`config.mk`:
```
export PLATFORM = sky130hd
export DESIGN_NAME = amisc_pwm
export DESIGN_NICKNAME = d
export VERILOG_FILES = /design/src/rtl/amisc_pkg.sv /design/src/rtl/amisc_quarter_rom.sv /design/src/rtl/amisc_step_div.sv /design/src/rtl/amisc_bounce_addr.sv /design/src/rtl/amisc_pwm.sv
export SDC_FILE = /design/constraint.sdc
export NUM_CORES = 1
export LEC_CHECK = 0
export ABC_CLOCK_PERIOD_IN_PS = 19700
export BUFFER_PORTS_ARGS = -buffer_cell sky130_fd_sc_hd__buf_2
export CORE_MARGIN = 2
export CORE_UTILIZATION = 40
export CTS_CLUSTER_SIZE = 40
export DETAILED_ROUTE_END_ITERATION = 6
export RECOVER_POWER = 100
export SETUP_SLACK_MARGIN = 0.2
export SYNTH_ARGS = -nofsm -noshare
export SYNTH_HDL_FRONTEND = slang
export SYNTH_SLANG_ARGS = --single-unit
export TNS_END_PERCENT = 30
```
`constraint.sdc`:
```
create_clock -name clk -period 19.7 [get_ports clk]
set_clock_uncertainty 0.2 [all_clocks]
set_input_delay 1.97 -clock clk [delete_from_list [all_inputs] [get_ports clk]]
set_output_delay 1.97 -clock clk [all_outputs]
set_load 0.01 [all_outputs]
```
`src/rtl/amisc_pkg.sv`:
```
package amisc_pkg;

  localparam int SAMPLE_W = 11;
  localparam int MI_W     = 8;

  typedef enum logic {
    SWEEP_UP = 1'b0,
    SWEEP_DN = 1'b1
  } sweep_e;

  // Rounded quarter-wave sample for entry idx of a table with the given entry count.
  function automatic int quarter_sample(input int idx, input int entries, input int width);
    real ang;
    ang = 3.141592653589793 * real'(idx + 1) / (2.0 * real'(entries));
    return $rtoi(real'((1 << width) - 1) * $sin(ang) + 0.5);
  endfunction

endpackage

```
`src/rtl/amisc_quarter_rom.sv`:
```
module amisc_quarter_rom #(
  parameter int ENTRIES = 50,
  parameter int W       = amisc_pkg::SAMPLE_W,
  parameter int AW      = 6
) (
  input  logic [AW-1:0] addr_a,
  input  logic [AW-1:0] addr_b,
  output logic [W-1:0]  data_a,
  output logic [W-1:0]  data_b
);

  logic [W-1:0] tbl [ENTRIES];

  for (genvar i = 0; i < ENTRIES; i++) begin : g_entry
    localparam int VAL = amisc_pkg::quarter_sample(i, ENTRIES, W);
    assign tbl[i] = W'(VAL);
  end

  always_comb begin
    data_a = '0;
    data_b = '0;
    if (int'(addr_a) < ENTRIES) data_a = tbl[addr_a];
    if (int'(addr_b) < ENTRIES) data_b = tbl[addr_b];
  end

endmodule

```
`src/rtl/amisc_step_div.sv`:
```
module amisc_step_div #(
  parameter int DIV = 12500
) (
  input  logic clk,
  input  logic rst_n,
  input  logic en,
  output logic step
);

  if (DIV <= 1) begin : g_direct
    assign step = en;
  end else begin : g_count
    localparam int CW = $clog2(DIV);
    localparam logic [CW-1:0] LAST = CW'(DIV - 1);

    logic [CW-1:0] cnt_q, cnt_d;

    always_comb begin
      cnt_d = cnt_q;
      if (en) begin
        if (cnt_q == LAST) cnt_d = '0;
        else               cnt_d = cnt_q + 1'b1;
      end
    end

    always_ff @(posedge clk or negedge rst_n) begin
      if (!rst_n) cnt_q <= '0;
      else        cnt_q <= cnt_d;
    end

    assign step = en && (cnt_q == LAST);
  end

endmodule

```
`src/rtl/amisc_bounce_addr.sv`:
```
module amisc_bounce_addr #(
  parameter int ENTRIES = 50,
  parameter int AW      = 6
) (
  input  logic          clk,
  input  logic          rst_n,
  input  logic          step,
  output logic [AW-1:0] addr,
  output logic          wrap
);
  import amisc_pkg::*;

  localparam logic [AW-1:0] TOP = AW'(ENTRIES - 1);

  logic [AW-1:0] addr_q, addr_d;
  sweep_e        dir_q, dir_d;

  always_comb begin
    addr_d = addr_q;
    dir_d  = dir_q;
    if (step) begin
      if (dir_q == SWEEP_UP) begin
        if (addr_q == TOP) dir_d  = SWEEP_DN;
        else               addr_d = addr_q + 1'b1;
      end else begin
        if (addr_q == '0)  dir_d  = SWEEP_UP;
        else               addr_d = addr_q - 1'b1;
      end
    end
  end

  always_ff @(posedge clk or negedge rst_n) begin
    if (!rst_n) begin
      addr_q <= '0;
      dir_q  <= SWEEP_UP;
    end else begin
      addr_q <= addr_d;
      dir_q  <= dir_d;
    end
  end

  assign addr = addr_q;
  assign wrap = step && (dir_q == SWEEP_DN) && (addr_q == '0);

endmodule

```
`src/rtl/amisc_pwm.sv`:
```
module amisc_pwm #(
  parameter int REF_DIV  = 12500,
  parameter int CAR_DIV  = 417,
  parameter int ENTRIES  = 50,
  parameter int SAMPLE_W = amisc_pkg::SAMPLE_W,
  parameter int MI_W     = amisc_pkg::MI_W
) (
  input  logic            clk,
  input  logic            rst_n,
  input  logic            en,
  input  logic [MI_W-1:0] mod_idx,
  output logic            gate_p,
  output logic            gate_n,
  output logic            sample_stb
);

  localparam int AW      = (ENTRIES > 1) ? $clog2(ENTRIES) : 1;
  localparam int MI_FRAC = MI_W - 1;
  localparam int RP_W    = SAMPLE_W + MI_W;
  localparam int CP_W    = 2 * SAMPLE_W;
  localparam logic [MI_W-1:0]     MI_ONE = MI_W'(1) << MI_FRAC;
  localparam logic [SAMPLE_W-1:0] FULL   = '1;

  logic                ref_step, car_step;
  logic [AW-1:0]       ref_addr, car_addr;
  logic                ref_wrap, car_wrap;
  logic [SAMPLE_W-1:0] ref_mag, car_sin;

  logic                neg_half_q, neg_half_d;
  logic [SAMPLE_W-1:0] peak_q, peak_d;
  logic                gate_p_d, gate_n_d, stb_d;

  logic [MI_W-1:0]     mi_eff;
  logic [RP_W-1:0]     ref_prod;
  logic [SAMPLE_W-1:0] ref_scaled;
  logic [CP_W-1:0]     car_prod;
  logic [SAMPLE_W-1:0] car_val;
  logic                hit;

  amisc_step_div #(.DIV(REF_DIV)) u_ref_div (
    .clk(clk), .rst_n(rst_n), .en(en), .step(ref_step)
  );

  amisc_step_div #(.DIV(CAR_DIV)) u_car_div (
    .clk(clk), .rst_n(rst_n), .en(en), .step(car_step)
  );

  amisc_bounce_addr #(.ENTRIES(ENTRIES), .AW(AW)) u_ref_addr (
    .clk(clk), .rst_n(rst_n), .step(ref_step), .addr(ref_addr), .wrap(ref_wrap)
  );

  amisc_bounce_addr #(.ENTRIES(ENTRIES), .AW(AW)) u_car_addr (
    .clk(clk), .rst_n(rst_n), .step(car_step), .addr(car_addr), .wrap(car_wrap)
  );

  amisc_quarter_rom #(.ENTRIES(ENTRIES), .W(SAMPLE_W), .AW(AW)) u_rom (
    .addr_a(ref_addr), .addr_b(car_addr), .data_a(ref_mag), .data_b(car_sin)
  );

  // Reference scaling by the clamped modulation index
  always_comb begin
    mi_eff     = (mod_idx > MI_ONE) ? MI_ONE : mod_idx;
    ref_prod   = RP_W'(ref_mag) * RP_W'(mi_eff);
    ref_scaled = ref_prod[MI_FRAC +: SAMPLE_W];
  end

  // Inverted-sine carrier arch scaled by the latched peak
  always_comb begin
    car_prod = CP_W'(peak_q) * CP_W'(FULL - car_sin);
    car_val  = car_prod[SAMPLE_W +: SAMPLE_W];
  end

  always_comb begin
    hit        = (ref_scaled >= car_val);
    neg_half_d = neg_half_q ^ ref_wrap;
    peak_d     = car_wrap ? ref_mag : peak_q;
    gate_p_d   = en && !neg_half_q && hit;
    gate_n_d   = en &&  neg_half_q && hit;
    stb_d      = ref_step;
  end

  always_ff @(posedge clk or negedge rst_n) begin
    if (!rst_n) begin
      neg_half_q <= 1'b0;
      peak_q     <= '0;
      gate_p     <= 1'b0;
      gate_n     <= 1'b0;
      sample_stb <= 1'b0;
    end else begin
      neg_half_q <= neg_half_d;
      peak_q     <= peak_d;
      gate_p     <= gate_p_d;
      gate_n     <= gate_n_d;
      sample_stb <= stb_d;
    end
  end

endmodule

```
==> out/metrics.cfg <==
[outcome]
violations = max-capacitance violations, max-slew violations
status = complete, but fails checks

[power]
power.density_nw_per_um2 = 32.1
peakVddDrop_uv = 39.2
power_leakage_nw = 5.65

[placed_design]
gp_congestion = 0.867
hpwl_um = 19100
io_buffer_count = 13

[drt]
drt-initial-drc-count = 464
post_drt_wl_per_cell_um = 15.7
drc = 0
vias = 8398
drt_wl_total_um = 24700
vias_per_cell = 5.32
ant_nets = 0
firstDrtPassIters = 7

[clock_network]
cts_setup_buffers = 0
hold_buffers = 0
clk_pin_slew_ns = 0.08
worstSkewPairLatency_ns = 0.31
numCtsBuffers = 5
h-tree-depth = 2
cts_sinks = 52
cts_resized = 0
clockRootBuffer = clkbuf_16
cts_buffer_depth = 2
cts_tree = yes

[hold_path]
worstHoldPathCells = 1
min_from = neg_half_q
hold_class = flip-flop to flip-flop
min_to = gate_p

[global_routing]
grtUsageTotal_pct = 18.6
grt_pass1_wl_um = 42800
grt_start_max_net_pins = 53
antenna_found_initial = 0
grt_pass1_vias = 8573
globalRouteOverflowTotal = 0

[synthesis]
seq_area_frac_synth_pct = 12.1
yosys_warnings = 0
syn_avg_cell_area_um2 = 8.41
synthFlopType = dfrtp_1
syn-instance-count = 1276
synthesis.area_um2 = 10700
yosysTopAreaCellShare_pct = 25.0
synth_top_area_cell = fa_1
synth-edff-count = 0
synth.most_common_cell = inv_1
synth_fp_nets = 1551
ys_seq_elements = 52
synth_cell_type_count = 73
async_flop_share_pct = 100
synthTopCellsByCount = inv_1 (172), fa_1 (134), nand2_1 (134), ha_1 (130), nor2_1 (110)
synth.area.top_cells = fa_1 (25%), ha_1 (15%), dfrtp_1 (12%)

[finish]
fillers = 2623
drive_above_1_share_pct = 3.94
antenna_cells = 0
area_growth_pct = 4.01
final_core_util_pct = 42.6
nNetsFinal = 1517

[critical_path]
start_kind = flip-flop
regToRegEndpoint = gate_n
crit_type = flip-flop to flip-flop
arrival_ns = 9.21
r2r-start = u_car_addr.addr[3]
critPathMaxFanout = 39
cp_common_cell = fa_1
critPathMaxStageDelay_ns = 1.11
cp.required_ns = 19.68
endpoint_kind = flip-flop
reg2regPathDepth = 29
slowest_stage = dfrtp_1
r2r_slack_ns = 10.47

[sta]
fin_tns_setup_ns = 0
worst_pin_slew_ns = 2.97
rsz0062_at_grt = no
finalSetupViolations = 0
min_period_ns = 9.23
period_share_pct = 46.8
hold_viol_final = 0
fmax_mhz = 108
max-slew-margin-rel_pct = -98.2
drv_slew = 53

[floorplanning]
die-area_um2 = 28100
core_um2 = 26200
num_rows = 59
die_w_um = 168
initial_utilization_pct = 40.9
die_h_um = 168
ioPinCount = 14

[job]
maxCapViolCount = 1

power breakdown:
group | switching, mW | internal, mW | total, mW
combinational | 0.0687 | 0.0636 | 0.132
sequential | 0.0118 | 0.117 | 0.129
clock | 0.0475 | 0.0492 | 0.0966
logic make-up after synthesis:
| logic type | Yosys count | share of synthesized area, % |
|---|---|---|
| and+or+nand+nor | 458 | 21.0 |
| adders and majority gates | 264 | 40.2 |
| buffers and inverters | 233 | 8.25 |
| AOI/OAI and AO/OA | 204 | 12.4 |
| DFF | 52 | 12.1 |
| xor gates and xnor gates | 50 | 4.08 |
| muxes | 15 | 1.96 |
per-layer routing:
layer	up-vias	share of wire, %	global-route usage (%)
li1	4112	-	-
met1	4096	47	25.8
met2	160	47	31.0
met3	30	3.4	2.03
met4	0	2.0	4.80
met5	-	0	0
registers in the layout (all words and copies together), names as in the netlist:
signal	count
u_ref_div.g_count.cnt_q	14
peak_q	11
u_car_div.g_count.cnt_q	9
u_car_addr.addr	6
u_ref_addr.addr	6
gate_n	1
gate_p	1
neg_half_q	1
sample_stb	1
u_car_addr.dir_q	1
u_ref_addr.dir_q	1
per-stage QoR:
stage	total power [mW]	cell area (um^2)	instances	setup slack [ns]	hold slack [ns]
final	0.358	11200	1578	10.47	0.275
after global routing	0.392	11200	1578	9.76	0.295
after CTS	0.365	11200	1578	10.75	0.286
after detailed placement	0.265	11000	1570	10.80	0.280
after global placement	0.262	11000	1570	10.97	0.264
after floorplan	0.234	10700	1276	11.79	0.235
critical path: cells and delay by family (launching register included):
kind / cells / cell delay (ns)
buffers and inverters: 4 / 0.74
AO/OA/AOI/OAI: 12 / 2.48
XOR/XNOR: 1 / 0.14
flip-flops: 1 / 1.11
AND/OR/NAND/NOR: 5 / 1.23
adder cells (fa/ha/maj): 7 / 3.20
how the worst max path moves through the flow:
| stage | start | endpoint | slack (ns) | cells past startpoint |
|---|---|---|---|---|
| floorplan | u_car_addr.addr[1] | gate_n | 11.79 | 33 |
| global placement | u_car_addr.addr[3] | gate_n | 10.97 | 29 |
| detailed placement | u_car_addr.addr[3] | gate_n | 10.80 | 29 |
| CTS | u_car_addr.addr[3] | gate_n | 10.75 | 29 |
| global route | u_car_addr.addr[3] | gate_n | 9.76 | 29 |
| finish | u_car_addr.addr[3] | gate_n | 10.47 | 29 |
placed cells by master (no fill, tap or decap), types with 5 or more instances in the layout:
master / n
inv_1: 172
nand2_1: 134
fa_1: 134
ha_1: 130
nor2_1: 110
o21ai_0: 57
nor2b_1: 57
dfrtp_1: 52
a21oi_1: 49
nand2b_1: 37
xnor2_1: 33
and2_1: 24
nor3_1: 21
a21o_1: 21
nand3_1: 17
xor2_1: 17
and3_1: 10
a211oi_1: 10
or2_2: 9
buf_2: 9
or3_1: 7
nand4_1: 7
mux2i_1: 6
a31oi_1: 6
o22ai_1: 6
mux2_2: 5
a211o_1: 5
o211ai_1: 5
a311oi_1: 5
clkbuf_16: 5
clkbuf_1: 5
final cells by class:
class	instances	area (um^2)	share of cell area, %
Tap cell	335	419	3.76
Clock buffer	5	125	1.12
Clock inverter	3	28.8	0.258
Timing Repair Buffer	18	93.8	0.841
Inverter	174	653	5.85
Sequential cell	52	1300	11.7
Multi-Input combinational cell	991	8530	76.5
(Power assumes the default switching activity.)
